<file path="src/rtl/alu8_pkg.sv">
package alu8_pkg;

    localparam int DW     = 8;
    localparam int HALF_W = DW / 2;
    localparam int CCR_W  = 8;
    localparam int CCR_H  = 5;
    localparam int CCR_I  = 4;
    localparam int CCR_N  = 3;
    localparam int CCR_Z  = 2;
    localparam int CCR_V  = 1;
    localparam int CCR_C  = 0;
    localparam int NFLAG  = 5;

    // index of each flag inside the 5-bit flag vectors
    localparam int FI_H = 4;
    localparam int FI_N = 3;
    localparam int FI_Z = 2;
    localparam int FI_V = 1;
    localparam int FI_C = 0;

    typedef enum logic [4:0] {
        OP_ADD = 5'd0,  OP_ADC = 5'd1,  OP_SUB = 5'd2,  OP_SBC = 5'd3,
        OP_CMP = 5'd4,  OP_NEG = 5'd5,  OP_AND = 5'd6,  OP_OR  = 5'd7,
        OP_XOR = 5'd8,  OP_BIT = 5'd9,  OP_LD  = 5'd10, OP_COM = 5'd11,
        OP_CLR = 5'd12, OP_TST = 5'd13, OP_INC = 5'd14, OP_DEC = 5'd15,
        OP_ASL = 5'd16, OP_ASR = 5'd17, OP_LSR = 5'd18, OP_ROL = 5'd19,
        OP_ROR = 5'd20, OP_DAA = 5'd21
    } alu_op_e;

    // how a flag is produced by an operation
    typedef enum logic [1:0] {
        FS_KEEP = 2'd0,
        FS_CALC = 2'd1,
        FS_ZERO = 2'd2,
        FS_ONE  = 2'd3
    } fsrc_e;

    typedef struct packed {
        fsrc_e h;
        fsrc_e n;
        fsrc_e z;
        fsrc_e v;
        fsrc_e c;
    } flag_plan_t;

    typedef struct packed {
        logic [DW-1:0] a;
        logic [DW-1:0] b;
        logic          ci;
        logic          sub;
    } addsub_req_t;

    typedef enum logic [2:0] {
        RS_ADDER = 3'd0,
        RS_LOGIC = 3'd1,
        RS_SHIFT = 3'd2,
        RS_DAA   = 3'd3,
        RS_PASS  = 3'd4
    } res_src_e;

    function automatic logic is_arith(alu_op_e op);
        case (op)
            OP_ADD, OP_ADC, OP_SUB, OP_SBC, OP_CMP,
            OP_NEG, OP_INC, OP_DEC: is_arith = 1'b1;
            default:                is_arith = 1'b0;
        endcase
    endfunction

    function automatic logic is_shift(alu_op_e op);
        case (op)
            OP_ASL, OP_ASR, OP_LSR, OP_ROL, OP_ROR: is_shift = 1'b1;
            default:                                is_shift = 1'b0;
        endcase
    endfunction

    function automatic logic is_logic(alu_op_e op);
        case (op)
            OP_AND, OP_OR, OP_XOR, OP_BIT, OP_LD,
            OP_COM, OP_CLR, OP_TST: is_logic = 1'b1;
            default:                is_logic = 1'b0;
        endcase
    endfunction

    function automatic res_src_e res_source(alu_op_e op);
        if (is_arith(op))      res_source = RS_ADDER;
        else if (is_logic(op)) res_source = RS_LOGIC;
        else if (is_shift(op)) res_source = RS_SHIFT;
        else if (op == OP_DAA) res_source = RS_DAA;
        else                   res_source = RS_PASS;
    endfunction

    // per-operation flag plan
    function automatic flag_plan_t plan_for(alu_op_e op);
        flag_plan_t p;
        p = '{h: FS_KEEP, n: FS_KEEP, z: FS_KEEP, v: FS_KEEP, c: FS_KEEP};
        case (op)
            OP_ADD, OP_ADC:
                p = '{h: FS_CALC, n: FS_CALC, z: FS_CALC, v: FS_CALC, c: FS_CALC};
            OP_SUB, OP_SBC, OP_CMP, OP_NEG:
                p = '{h: FS_KEEP, n: FS_CALC, z: FS_CALC, v: FS_CALC, c: FS_CALC};
            OP_AND, OP_OR, OP_XOR, OP_BIT, OP_LD:
                p = '{h: FS_KEEP, n: FS_CALC, z: FS_CALC, v: FS_ZERO, c: FS_KEEP};
            OP_COM:
                p = '{h: FS_KEEP, n: FS_CALC, z: FS_CALC, v: FS_ZERO, c: FS_ONE};
            OP_CLR:
                p = '{h: FS_KEEP, n: FS_ZERO, z: FS_ONE, v: FS_ZERO, c: FS_ZERO};
            OP_TST:
                p = '{h: FS_KEEP, n: FS_CALC, z: FS_CALC, v: FS_ZERO, c: FS_ZERO};
            OP_INC, OP_DEC:
                p = '{h: FS_KEEP, n: FS_CALC, z: FS_CALC, v: FS_CALC, c: FS_KEEP};
            OP_ASL, OP_ASR, OP_LSR, OP_ROL, OP_ROR:
                p = '{h: FS_KEEP, n: FS_CALC, z: FS_CALC, v: FS_CALC, c: FS_CALC};
            OP_DAA:
                p = '{h: FS_KEEP, n: FS_CALC, z: FS_CALC, v: FS_KEEP, c: FS_CALC};
            default: ;
        endcase
        return p;
    endfunction

endpackage

</file>
<file path="src/rtl/alu8_addsub.sv">
module alu8_addsub
    import alu8_pkg::*;
#(
    parameter int W  = DW,
    parameter int HW = HALF_W
) (
    input  logic [W-1:0] a,
    input  logic [W-1:0] b,
    input  logic         ci,
    input  logic         sub,
    output logic [W-1:0] sum,
    output logic         half,
    output logic         carry,
    output logic         ovf
);
    logic [W-1:0] b_eff;
    logic         ci_eff;
    logic [W:0]   full;
    logic [HW:0]  low;

    always_comb begin
        b_eff  = sub ? ~b : b;
        ci_eff = sub ? ~ci : ci;
        full   = {1'b0, a} + {1'b0, b_eff} + {{W{1'b0}}, ci_eff};
        low    = {1'b0, a[HW-1:0]} + {1'b0, b_eff[HW-1:0]} + {{HW{1'b0}}, ci_eff};
        sum    = full[W-1:0];
        half   = low[HW];
        carry  = sub ? ~full[W] : full[W];
        ovf    = (a[W-1] == b_eff[W-1]) && (full[W-1] != a[W-1]);
    end
endmodule

</file>
<file path="src/rtl/alu8_logic.sv">
module alu8_logic
    import alu8_pkg::*;
(
    input  alu_op_e       op,
    input  logic [DW-1:0] a,
    input  logic [DW-1:0] b,
    output logic [DW-1:0] res
);
    always_comb begin
        case (op)
            OP_AND, OP_BIT: res = a & b;
            OP_OR:          res = a | b;
            OP_XOR:         res = a ^ b;
            OP_COM:         res = ~a;
            OP_CLR:         res = '0;
            default:        res = a;   // load/pass and test
        endcase
    end
endmodule

</file>
<file path="src/rtl/alu8_shift.sv">
module alu8_shift
    import alu8_pkg::*;
(
    input  alu_op_e       op,
    input  logic [DW-1:0] a,
    input  logic          cin,
    output logic [DW-1:0] res,
    output logic          cout
);
    always_comb begin
        res  = a;
        cout = cin;
        case (op)
            OP_ASL: begin res = {a[DW-2:0], 1'b0};     cout = a[DW-1]; end
            OP_ASR: begin res = {a[DW-1], a[DW-1:1]};  cout = a[0];    end
            OP_LSR: begin res = {1'b0, a[DW-1:1]};     cout = a[0];    end
            OP_ROL: begin res = {a[DW-2:0], cin};      cout = a[DW-1]; end
            OP_ROR: begin res = {cin, a[DW-1:1]};      cout = a[0];    end
            default: ;
        endcase
    end
endmodule

</file>
<file path="src/rtl/alu8_daa.sv">
module alu8_daa
    import alu8_pkg::*;
(
    input  logic [DW-1:0] a,
    input  logic          h_in,
    input  logic          c_in,
    output logic [DW-1:0] res,
    output logic          c_out
);
    localparam logic [HALF_W-1:0] NIB_MAX = HALF_W'(9);
    localparam logic [HALF_W-1:0] NIB_FIX = HALF_W'(6);

    logic [HALF_W-1:0] lo, hi;
    logic              lo_fix, hi_fix;

    always_comb begin
        lo     = a[HALF_W-1:0];
        hi     = a[DW-1:HALF_W];
        lo_fix = h_in || (lo > NIB_MAX);
        hi_fix = c_in || (hi > NIB_MAX) || ((hi > (NIB_MAX - 1'b1)) && (lo > NIB_MAX));
        res    = a + {(hi_fix ? NIB_FIX : '0), (lo_fix ? NIB_FIX : '0)};
        c_out  = c_in | hi_fix;
    end
endmodule

</file>
<file path="src/rtl/alu8_flag_sel.sv">
module alu8_flag_sel
    import alu8_pkg::*;
(
    input  fsrc_e src,
    input  logic  calc,
    input  logic  keep,
    output logic  we,
    output logic  val
);
    always_comb begin
        case (src)
            FS_CALC: begin we = 1'b1; val = calc;  end
            FS_ZERO: begin we = 1'b1; val = 1'b0;  end
            FS_ONE:  begin we = 1'b1; val = 1'b1;  end
            default: begin we = 1'b0; val = keep;  end
        endcase
    end
endmodule

</file>
<file path="src/rtl/alu8_ccr_unit.sv">
module alu8_ccr_unit
    import alu8_pkg::*;
(
    input  logic [4:0]       op_sel,
    input  logic [DW-1:0]    opa,
    input  logic [DW-1:0]    opb,
    input  logic             carry_in,
    input  logic [CCR_W-1:0] ccr_in,
    output logic [DW-1:0]    result,
    output logic             h_nxt,
    output logic             n_nxt,
    output logic             z_nxt,
    output logic             v_nxt,
    output logic             c_nxt,
    output logic             h_wr,
    output logic             n_wr,
    output logic             z_wr,
    output logic             v_wr,
    output logic             c_wr
);
    alu_op_e     op;
    flag_plan_t  plan;
    res_src_e    rsel;
    addsub_req_t areq;

    logic [DW-1:0] add_sum, log_res, sh_res, daa_res;
    logic          add_half, add_carry, add_ovf, sh_c, daa_c;
    logic          ccr_unused;

    logic [NFLAG-1:0] calc_v, keep_v, we_v, val_v;
    fsrc_e            src_v [NFLAG];

    assign op         = alu_op_e'(op_sel);
    assign plan       = plan_for(op);
    assign rsel       = res_source(op);
    assign ccr_unused = ^{ccr_in[CCR_W-1:CCR_H+1], ccr_in[CCR_I]};

    // operand steering for the shared adder
    always_comb begin
        areq = '{a: opa, b: opb, ci: 1'b0, sub: 1'b0};
        case (op)
            OP_ADC:         areq.ci  = carry_in;
            OP_SUB, OP_CMP: areq.sub = 1'b1;
            OP_SBC: begin   areq.sub = 1'b1; areq.ci = carry_in; end
            OP_NEG: begin   areq.a = '0; areq.b = opa; areq.sub = 1'b1; end
            OP_INC:         areq.b = DW'(1);
            OP_DEC: begin   areq.b = DW'(1); areq.sub = 1'b1; end
            default: ;
        endcase
    end

    alu8_addsub #(.W(DW), .HW(HALF_W)) u_add (
        .a(areq.a), .b(areq.b), .ci(areq.ci), .sub(areq.sub),
        .sum(add_sum), .half(add_half), .carry(add_carry), .ovf(add_ovf)
    );

    alu8_logic u_log (.op(op), .a(opa), .b(opb), .res(log_res));

    alu8_shift u_sh (.op(op), .a(opa), .cin(carry_in), .res(sh_res), .cout(sh_c));

    alu8_daa u_daa (
        .a(opa), .h_in(ccr_in[CCR_H]), .c_in(ccr_in[CCR_C]),
        .res(daa_res), .c_out(daa_c)
    );

    always_comb begin
        case (rsel)
            RS_ADDER: result = add_sum;
            RS_LOGIC: result = log_res;
            RS_SHIFT: result = sh_res;
            RS_DAA:   result = daa_res;
            default:  result = opa;
        endcase
    end

    // computed flag candidates
    always_comb begin
        calc_v[FI_H] = add_half;
        calc_v[FI_N] = result[DW-1];
        calc_v[FI_Z] = ~|result;
        if (rsel == RS_SHIFT)    calc_v[FI_C] = sh_c;
        else if (rsel == RS_DAA) calc_v[FI_C] = daa_c;
        else                     calc_v[FI_C] = add_carry;
        calc_v[FI_V] = (rsel == RS_SHIFT) ? (result[DW-1] ^ sh_c) : add_ovf;
    end

    assign keep_v = {ccr_in[CCR_H], ccr_in[CCR_N], ccr_in[CCR_Z], ccr_in[CCR_V], ccr_in[CCR_C]};
    assign src_v[FI_H] = plan.h;
    assign src_v[FI_N] = plan.n;
    assign src_v[FI_Z] = plan.z;
    assign src_v[FI_V] = plan.v;
    assign src_v[FI_C] = plan.c;

    for (genvar gi = 0; gi < NFLAG; gi++) begin : g_flag
        alu8_flag_sel u_sel (
            .src(src_v[gi]), .calc(calc_v[gi]), .keep(keep_v[gi]),
            .we(we_v[gi]), .val(val_v[gi])
        );
    end

    assign {h_nxt, n_nxt, z_nxt, v_nxt, c_nxt} = val_v;
    assign {h_wr,  n_wr,  z_wr,  v_wr,  c_wr}  = we_v;

    // checks on the combined outputs
    always_comb begin
        if (z_wr) begin
            a_r13_zero_tracks: assert (z_nxt == (result == '0))
                else $error("Z does not match result");
        end
        if (n_wr) begin
            a_r13_neg_tracks: assert (n_nxt == result[DW-1])
                else $error("N does not match result sign");
        end
        if (!h_wr) begin
            a_r12_h_held: assert (h_nxt == ccr_in[CCR_H])
                else $error("unwritten H changed");
        end
        if (!c_wr) begin
            a_r12_c_held: assert (c_nxt == ccr_in[CCR_C])
                else $error("unwritten C changed");
        end
        if (is_shift(op)) begin
            a_r9_shift_v: assert (v_wr && (v_nxt == (n_nxt ^ c_nxt)))
                else $error("shift V is not N xor C");
        end
        if (op == OP_SUB || op == OP_SBC || op == OP_CMP || op == OP_NEG) begin
            a_r3_no_half: assert (!h_wr)
                else $error("subtract class wrote H");
        end
        if (op == OP_INC || op == OP_DEC) begin
            a_r8_carry_untouched: assert (!c_wr)
                else $error("inc/dec wrote C");
        end
        if (op == OP_AND || op == OP_OR || op == OP_XOR || op == OP_BIT || op == OP_LD) begin
            a_r4_logic_v_clear: assert (v_wr && !v_nxt && !c_wr)
                else $error("logic op flag plan broken");
        end
    end

endmodule

</file>
<file path="config.mk">
export PLATFORM = sky130hd
export DESIGN_NAME = alu8_ccr_unit
export DESIGN_NICKNAME = d
export VERILOG_FILES = /design/src/rtl/alu8_pkg.sv /design/src/rtl/alu8_addsub.sv /design/src/rtl/alu8_logic.sv /design/src/rtl/alu8_shift.sv /design/src/rtl/alu8_daa.sv /design/src/rtl/alu8_flag_sel.sv /design/src/rtl/alu8_ccr_unit.sv
export SDC_FILE = /design/constraint.sdc
export NUM_CORES = 1
export LEC_CHECK = 0
export CAP_MARGIN = 20
export CORE_UTILIZATION = 60
export DETAILED_ROUTE_END_ITERATION = 6
export DONT_BUFFER_PORTS = 1
export PLACE_DENSITY = 0.79
export SLEW_MARGIN = 20
export SYNTH_ARGS = -nofsm -noshare
export SYNTH_HDL_FRONTEND = slang
export SYNTH_SLANG_ARGS = --single-unit
</file>
<file path="constraint.sdc">
create_clock -name vclk -period 4.9
set_input_delay 0.49 -clock vclk [all_inputs]
set_output_delay 0.49 -clock vclk [all_outputs]
set_load 0.02 [all_outputs]
</file>
After elaboration in Yosys (flattened, before gate mapping). Memories as Yosys holds them, arrays and structs flattened. Cells that the tools add are included.

Add/subtract/negate cells: 5. Magnitude comparators: 3. Equal/unequal tests: 41. Muxes and demuxes: 37. Bitwise logic cells: 9. Reductions and logical operators: 24.

Operator list (number): one-hot mux 8 bit (5 select lines) (2); one-hot mux 9 bit (8 select lines) (1); equality test 5 x 4 -> 1 bit (second input constant) (8); one-hot mux 8 bit (4 select lines) (1); equality test 5 bit (second input constant) (6); equality test 5 x 3 -> 1 bit (second input constant) (4); 2-to-1 mux 1 bit (18); 2-to-1 mux 3 bit (6); OR reduction 3 bit (6); equality test 2 bit (second input constant) (8); 2-to-1 mux 8 bit (2); inverter 8 bit (2); one-hot mux 8 bit (2 select lines) (1); one-hot mux 1 bit (3 select lines) (5); OR reduction 5 bit (3); greater-than comparator 4 bit (second input constant) (3); equality test 5 x 2 -> 1 bit (second input constant) (2); OR reduction 2 bit (5); adder 8 x 8 -> 9 bit (1); adder 9 x 1 -> 9 bit (1); OR reduction 9 bit (1); adder 8 bit (1); AND 8 bit (1); equality test 2 x 1 -> 1 bit (second input constant) (4); other kinds (21) (27).

Flip-flop bits (word level): 0. Memory bits (read-only): 32. Input bits: 30. Output and inout port bits: 18. Logic and storage cells: 121. Memories kept: 2.

Memories: (name not given) (words 16, bits a word 1, read ports 1, clocked after Yosys merged registers in 0, write ports 0, line alu8_pkg.sv:62) `case (op)`; (name not given) (words 16, bits a word 1, read ports 1, clocked after Yosys merged registers in 0, write ports 0, line alu8_pkg.sv:77) `case (op)`.

Logic depth before layout (Yosys ltp). Gate-level depths: netlist of run 1.

Depth after elaboration: 13. Gate-level depth with buffers: 17. Gate-level depth less buffers: 15.

Cells and area by module. From an unflattened synthesis of run 1, not the netlist that was laid out.

Cell total of the unflattened synthesis: 400. Area, all modules: 2844.0 um^2.

By module, submodules not included: alu8_ccr_unit (times used 1, cells an instance 122, area each 775.7 um^2); alu8_logic (times used 1, cells an instance 107, area each 758.2 um^2); alu8_shift (times used 1, cells an instance 71, area each 544.3 um^2); alu8_addsub (times used 1, cells an instance 56, area each 459.2 um^2); alu8_daa (times used 1, cells an instance 24, area each 206.4 um^2); alu8_flag_sel (times used 5, cells an instance 4, area each 20.0 um^2).

Worst setup path before layout of run 1. No wires, ideal clock.

Kind: input port to output port. Start: input op_sel[2]. End: output z_nxt. Arrival time: 4987 ps. Required time: 4410 ps. Slack: -577 ps. Stages: 15. Cell sequence: buf_2 -> clkbuf_1 -> nor3b_1 -> a21oi_1 -> nor2_1 -> xnor2_1 -> fa_1 -> fa_1 -> inv_1 -> a222oi_1 -> nand2_1 -> o32a_1 -> or4_1 -> or3_1 -> o31ai_2.

Cells in the longest elaborated chain, start to end: 13. Elaborated cells on any way between the ends: 66. Classes of those cells: add/sub: 2; eq/ne: 27; mux: 21; bitwise: 2; reduce/logical: 12; memory: 2.

Ends and longest elaborated chain: start: declaration (line alu8_ccr_unit.sv:4) `input logic [4:0] op_sel,`; parallel branches: the longest is 9 deep, another holds adder 8 x 8 -> 9 bit; one-hot mux 8 bit (4 select lines) * (line alu8_ccr_unit.sv:67) `case (rsel)`; net result[1] (line alu8_ccr_unit.sv:9) `output logic [DW-1:0] result,`; OR reduction 8 bit * (line alu8_ccr_unit.sv:80) `calc_v[FI_Z] = ~|result;`; zero test 1 bit * (line alu8_ccr_unit.sv:80); one-hot mux 1 bit (3 select lines) * (line alu8_flag_sel.sv:11) `case (src)`; end: declaration (line alu8_ccr_unit.sv:12) `output logic z_nxt,`.

Mark *: on every way through the listed nets, which the timed path passes. The select of a mux whose other input is x is not followed.

Worst setup path in the final report of run 1.
Start: input op_sel[3]. End: output z_nxt.

Cells in the longest elaborated chain, start to end: 13. Elaborated cells on any way between the ends: 66. Classes of those cells: add/sub: 2; eq/ne: 27; mux: 21; bitwise: 2; reduce/logical: 12; memory: 2.

Ends and longest elaborated chain (line): parallel branches: the longest is 12 deep, another holds adder 8 x 8 -> 9 bit; one-hot mux 1 bit (3 select lines) * (alu8_flag_sel.sv:11).

Every way passes the cells marked *. The select of a mux whose other input is x is not followed.

==> results_dict.tcl, run 1 <==
set metrics [dict create \
    firstDrtPassIters 5 \
    floorplan.io_pins 48 \
    synthesis.yosys.warnings 0 \
    worst_hold_class "input port to output pin" \
    pwr-share-seq_pct 0 \
    timing_hold_violations_final 0 \
    cell_internal_pwr_mw 0.122 \
    timing.final.crit_period_ns 4.71 \
    layout.nets 385 \
    critical_path_arrival_ns 4.22 \
    switching_share_pct 58.0 \
    fin_crit_sh_pct 96.0 \
    power_density_cells_nw_per_um2 127 \
    finalSetupTns_ns 0 \
    status "completed" \
    syn_avg_cell_area_um2 6.59 \
    postCtsResizedCells 0 \
    critPathMaxStageDelay_ns 0.53 \
    post-route-drc-count 0 \
    grt_first_pass_wirelength_mm 10.7 \
    dp.final_hpwl_mm 5.01 \
    setup_violations 0 \
    grt_overflow 0 \
    place.detailed.instances 369 \
    ant_nets 0 \
    via_per_inst 6.80 \
    fmax_mhz 213 \
    rsz0062_at_grt "no" \
    initial_core_utilization_pct 64.4 \
    syn_to_final_growth_pct 3.33 \
    number_of_sequential_storage_elements 0 \
    synth_top_family_by_area "compound AO/OA/AOI/OAI gates" \
    largest_net_degree_at_the_start_of_global_routing 35 \
    syn-instance-count 336 \
    power.combinational.fraction_pct 100.0 \
    vias 2509 \
    number_of_antenna_violations_at_the_first_check_in_global_routing 0 \
    wl_per_cell_um 18.2 \
    port_buffers 0 \
    simple_gate_area_share_of_the_yosys_netlist_pct 29.4 \
    post_synth_instance_area_um2 2220 \
    netSwitchingPower_mw 0.169 \
    die_y_um 62.8 \
    power.ir.vdd_worst_uv 76.9 \
    clock_buffer_count 0 \
    track_usage_pct 33.5 \
    route.final.wire_length_mm 6.72 \
    number_of_global_route_vias_before_repair 2238 \
    cts_hold_buffers 0 \
    synth_xor_area_share_pct 8.30 \
    design.die.area_um2 3940 \
    synth_adder_area_share_pct 18.0 \
    synth_seq_area_share_pct 0 \
    drive_above_1_share_pct 7.43 \
    final_max_slew_viol_count 0 \
    worstPathCellList "nor4bb_2 > and2_1 > nand2_1 > o211ai_1 > xnor2_1 > fa_2 > fa_2 > inv_1 > a222oi_1 > nand2_1 > o32a_1 > or4_1 > or3_4 > o31ai_4" \
    cpMaxStageDelayCell "sky130_fd_sc_hd__fa_2" \
    rows 21 \
    gp_routability_congestion 0.934 \
    die-width_um 62.8 \
    antenna-diode-count 0 \
    timing.critical_path.required_ns 4.41 \
    slew_headroom_pct 44.7 \
    worst-setup-path-type "input port to output pin" \
    dr.first_iter.drc_count 367 \
    post_cts_buffers 0 \
    critical_path.max_fanout 31 \
    syn_nets 396 \
    fillers 328 \
    leakage_power_figure_nw 0.976 \
    share_clk_of_total_power_pct 0 \
    netlist-cell-type-count 66 \
    coreArea_um2 3440 \
    worstSetupEndpointType "output pin" \
    synth_compound_gate_area_share_pct 34.4 \
    post_synth_mux_area_share_pct 1.41 \
    timing.critical_path.from_type "input port" \
    timing_worst_slew_pin_value_ns 0.829 \
    commonest_cells_after_routing_fill_and_taps_aside "32 x sky130_fd_sc_hd__nand2_1, 32 x sky130_fd_sc_hd__a21oi_1, 27 x sky130_fd_sc_hd__ha_1, 26 x sky130_fd_sc_hd__nor2_1, 23 x sky130_fd_sc_hd__inv_1" \
    max-cap-violations 0 \
    ff_latch_area_um2 0 \
    layout.cells.non_filler 369 \
]
[per-stage QoR]
stage	area (um2)	util, %	setup slack, ns	hold slack (ns)	total power, mW
2_1_floorplan	2270	-	0.0131	1.15	0.251
3_3_place_gp	2280	66.3	0.278	1.09	0.280
3_5_place_dp	2280	66.3	0.213	1.09	0.286
4_1_cts	2280	66.3	0.210	1.09	0.287
5_1_grt	2290	66.5	0.00638	1.05	0.317
6_report	2290	66.5	0.195	1.05	0.291
[cells by family after synthesis]
logic type | count (synthesis)
xor+xnor | 21
mux | 3
buf+inv | 47
fa+ha+maj | 30
simple gates | 121
compound gates | 114
[path summary, 6_finish.rpt]
check                 startpoint  endpoint  slack, ns  depth (start not counted)
worst min-delay path   op_sel[4]      h_wr       1.05                          1
worst max-delay path   op_sel[3]     z_nxt       0.19                         14
[power groups by stage]
stage / combinational [mW] / clock (mW) / sequential, mW
floorplan: 0.251 / 0 / 0
global placement: 0.280 / 0 / 0
detailed placement: 0.286 / 0 / 0
CTS: 0.287 / 0 / 0
global route: 0.317 / 0 / 0
finish: 0.291 / 0 / 0
[area by class of cell]
| type | count | area [um2] | area share (%) |
|---|---|---|---|
| Inverter | 24 | 90.1 | 3.93 |
| Multi-Input combinational cell | 289 | 2070 | 90.3 |
| Tap cell | 46 | 57.6 | 2.51 |
| Timing Repair Buffer | 10 | 75.1 | 3.28 |
[synth_stat cells (all sizes together) (3+ instances only)]
cell type  count  area (um2)
and3           6        37.5
o22ai          4        25.0
buf           10        48.8
a31oi          6        37.5
nor2b          7        43.8
nor3b          3        22.5
nand2b         5        31.3
nand3b         3        35.0
nor4           3        18.8
clkbuf        13        48.8
o21ai         21         105
a21o           5        37.5
a221o          4        40.0
and2           5        31.3
a221oi         4        35.0
a22o           3        26.3
a21oi         32         160
nand3         11        55.1
a22oi          4        30.0
nand2         32         120
fa             3        60.1
ha            27         338
xor2           3        26.3
inv           23        86.3
or4bb          3        33.8
o221ai         3        26.3
o21a           4        30.0
or2            3        18.8
nor2          27         101
xnor2         18         158
[layer usage]
layer | up-vias | part of all wire (%) | track usage, % | routed length [um]
met5 | - | 0 | 0 | 0
met4 | 0 | 1.1 | 6.69 | 73
met3 | 8 | 11 | 3.65 | 772
met2 | 143 | 44 | 54.3 | 2980
met1 | 1148 | 43 | 47.2 | 2900
li1 | 1210 | - | - | -
[worst max-delay path, delay by kind of cell]
| kind | cells | cell delay (ns) |
|---|---|---|
| buf+inv | 1 | 0.04 |
| xor+xnor | 1 | 0.13 |
| simple gates | 6 | 1.52 |
| compound gates | 4 | 1.12 |
| fa+ha+maj | 2 | 0.92 |
Power figures use the tool's default switching activity.
==> inputs of run 2 (changes only) <==
BUFFER_PORTS_ARGS = -buffer_cell sky130_fd_sc_hd__buf_2   (was default)
CORE_UTILIZATION = 53   (was 60)
DONT_BUFFER_PORTS = default   (was 1)
PLACE_DENSITY = 0.81   (was 0.79)
==> results_dict.tcl, run 2 (synthesized netlist as in run 1, its figures left out) <==
set metrics [dict create \
    status "completed" \
    worstSetupEndpointType "output pin" \
    final_max_slew_viol_count 0 \
    commonest_cells_after_routing_fill_and_taps_aside "42 x sky130_fd_sc_hd__buf_2, 31 x sky130_fd_sc_hd__nand2_1, 31 x sky130_fd_sc_hd__a21oi_1, 27 x sky130_fd_sc_hd__ha_1, 26 x sky130_fd_sc_hd__nor2_1" \
    leakage_power_figure_nw 1.21 \
    number_of_sequential_storage_elements 0 \
    setup_violations 0 \
    dr.first_iter.drc_count 306 \
    via_per_inst 6.50 \
    floorplan.io_pins 48 \
    gp_routability_congestion 0.927 \
    grt_overflow 0 \
    place.detailed.instances 424 \
    power_density_cells_nw_per_um2 135 \
    port_buffers 45 \
    initial_core_utilization_pct 55.4 \
    cts_hold_buffers 0 \
    firstDrtPassIters 5 \
    layout.nets 436 \
    track_usage_pct 33.3 \
    number_of_global_route_vias_before_repair 2448 \
    fillers 383 \
    design.die.area_um2 4440 \
    worst_hold_class "input port to output pin" \
    critical_path.max_fanout 3 \
    layout.cells.non_filler 424 \
    drive_above_1_share_pct 21.1 \
    route.final.wire_length_mm 7.22 \
    antenna-diode-count 0 \
    clock_buffer_count 0 \
    critical_path_arrival_ns 4.32 \
    dp.final_hpwl_mm 5.45 \
    die-width_um 66.7 \
    holdWs_ns 1.30 \
    syn_to_final_growth_pct 17.7 \
    timing_worst_slew_pin_value_ns 0.939 \
    final_common_cell "sky130_fd_sc_hd__buf_2" \
    coreArea_um2 4000 \
    rows 23 \
    max-cap-violations 0 \
    grt_first_pass_wirelength_mm 11.4 \
    timing.critical_path.required_ns 4.41 \
    timing_hold_violations_final 0 \
    ant_nets 0 \
    fin_crit_sh_pct 98.1 \
    power.ir.vdd_worst_uv 84.8 \
    die_y_um 66.7 \
    number_of_antenna_violations_at_the_first_check_in_global_routing 0 \
    timing.final.crit_period_ns 4.81 \
    ff_latch_area_um2 0 \
    slew_headroom_pct 37.4 \
    fmax_mhz 208 \
    worst-setup-path-type "input port to output pin" \
    post-route-drc-count 0 \
    wl_per_cell_um 17.0 \
    timing.critical_path.from_type "input port" \
    vias 2758 \
    largest_net_degree_at_the_start_of_global_routing 31 \
]
-- run 2: cell count changes in the layout (fill, tap and decap cells not counted), sizes merged --
cell	delta
buf	+51
-- run 2: layout make-up --
cell class	instances	area, um2	area share (%)
timing repair buffer	61	373	14.3
tap	50	62.6	2.40
inverter	24	90.1	3.45
multi-input combinational	289	2080	79.8
-- run 2: stage by stage --
stage	setup slack (ns)	TNS [ns]	instance area, um2	power, mW	util, %
floorplan	0.0131	0	2270	0.251	-
global placement	0.0845	0	2570	0.333	64.3
detailed placement	-0.0262	-0.0262	2570	0.340	64.3
CTS	0.0215	0	2580	0.343	64.5
global route	-0.0411	-0.0411	2610	0.387	65.2
finish	0.0935	0	2610	0.353	65.2
-- run 2: critical path: stages --
cell                       delay, ns
sky130_fd_sc_hd__buf_2          0.12
sky130_fd_sc_hd__nor4bb_4       0.29
sky130_fd_sc_hd__and2_4         0.21
sky130_fd_sc_hd__nand2_2        0.05
sky130_fd_sc_hd__o211ai_1       0.11
sky130_fd_sc_hd__xnor2_1        0.12
sky130_fd_sc_hd__fa_2           0.42
sky130_fd_sc_hd__fa_2           0.54
sky130_fd_sc_hd__inv_2          0.04
sky130_fd_sc_hd__a222oi_1       0.38
sky130_fd_sc_hd__nand2_1        0.10
sky130_fd_sc_hd__o32a_1         0.30
sky130_fd_sc_hd__or4_4          0.44
sky130_fd_sc_hd__or3_4          0.36
sky130_fd_sc_hd__o31ai_4        0.20
sky130_fd_sc_hd__buf_6          0.15
-- run 2: layer usage --
metal / global-route usage [%] / up-vias / wire length [um]
li1: - / 1314 / -
met1: 43.2 / 1260 / 3000
met2: 56.6 / 163 / 3340
met3: 2.74 / 21 / 711
met4: 12.0 / 0 / 174
met5: 0 / - / 0
-- run 2: worst paths after layout --
path                      start     to  slack, ns  cells after the start
worst max-delay path  op_sel[1]  z_nxt       0.09                     16
worst min-delay path  ccr_in[1]  v_nxt       1.30                      4
-- run 2: repair_timing --
| item | in CTS | in global routing |
|---|---|---|
| endpoints found under the hold margin | 0 | 0 |
| buffers inserted | 0 | 0 |
| setup endpoints to repair | 1 | 1 |
| gates resized for setup | 1 | 10 |
| pin swaps | 2 | 8 |
-- run 2: power by group --
group / switching, mW / total, mW / internal [mW]
sequential: 0 / 0 / 0
clock: 0 / 0 / 0
combinational: 0.207 / 0.353 / 0.146
total: 0.207 / 0.353 / 0.146
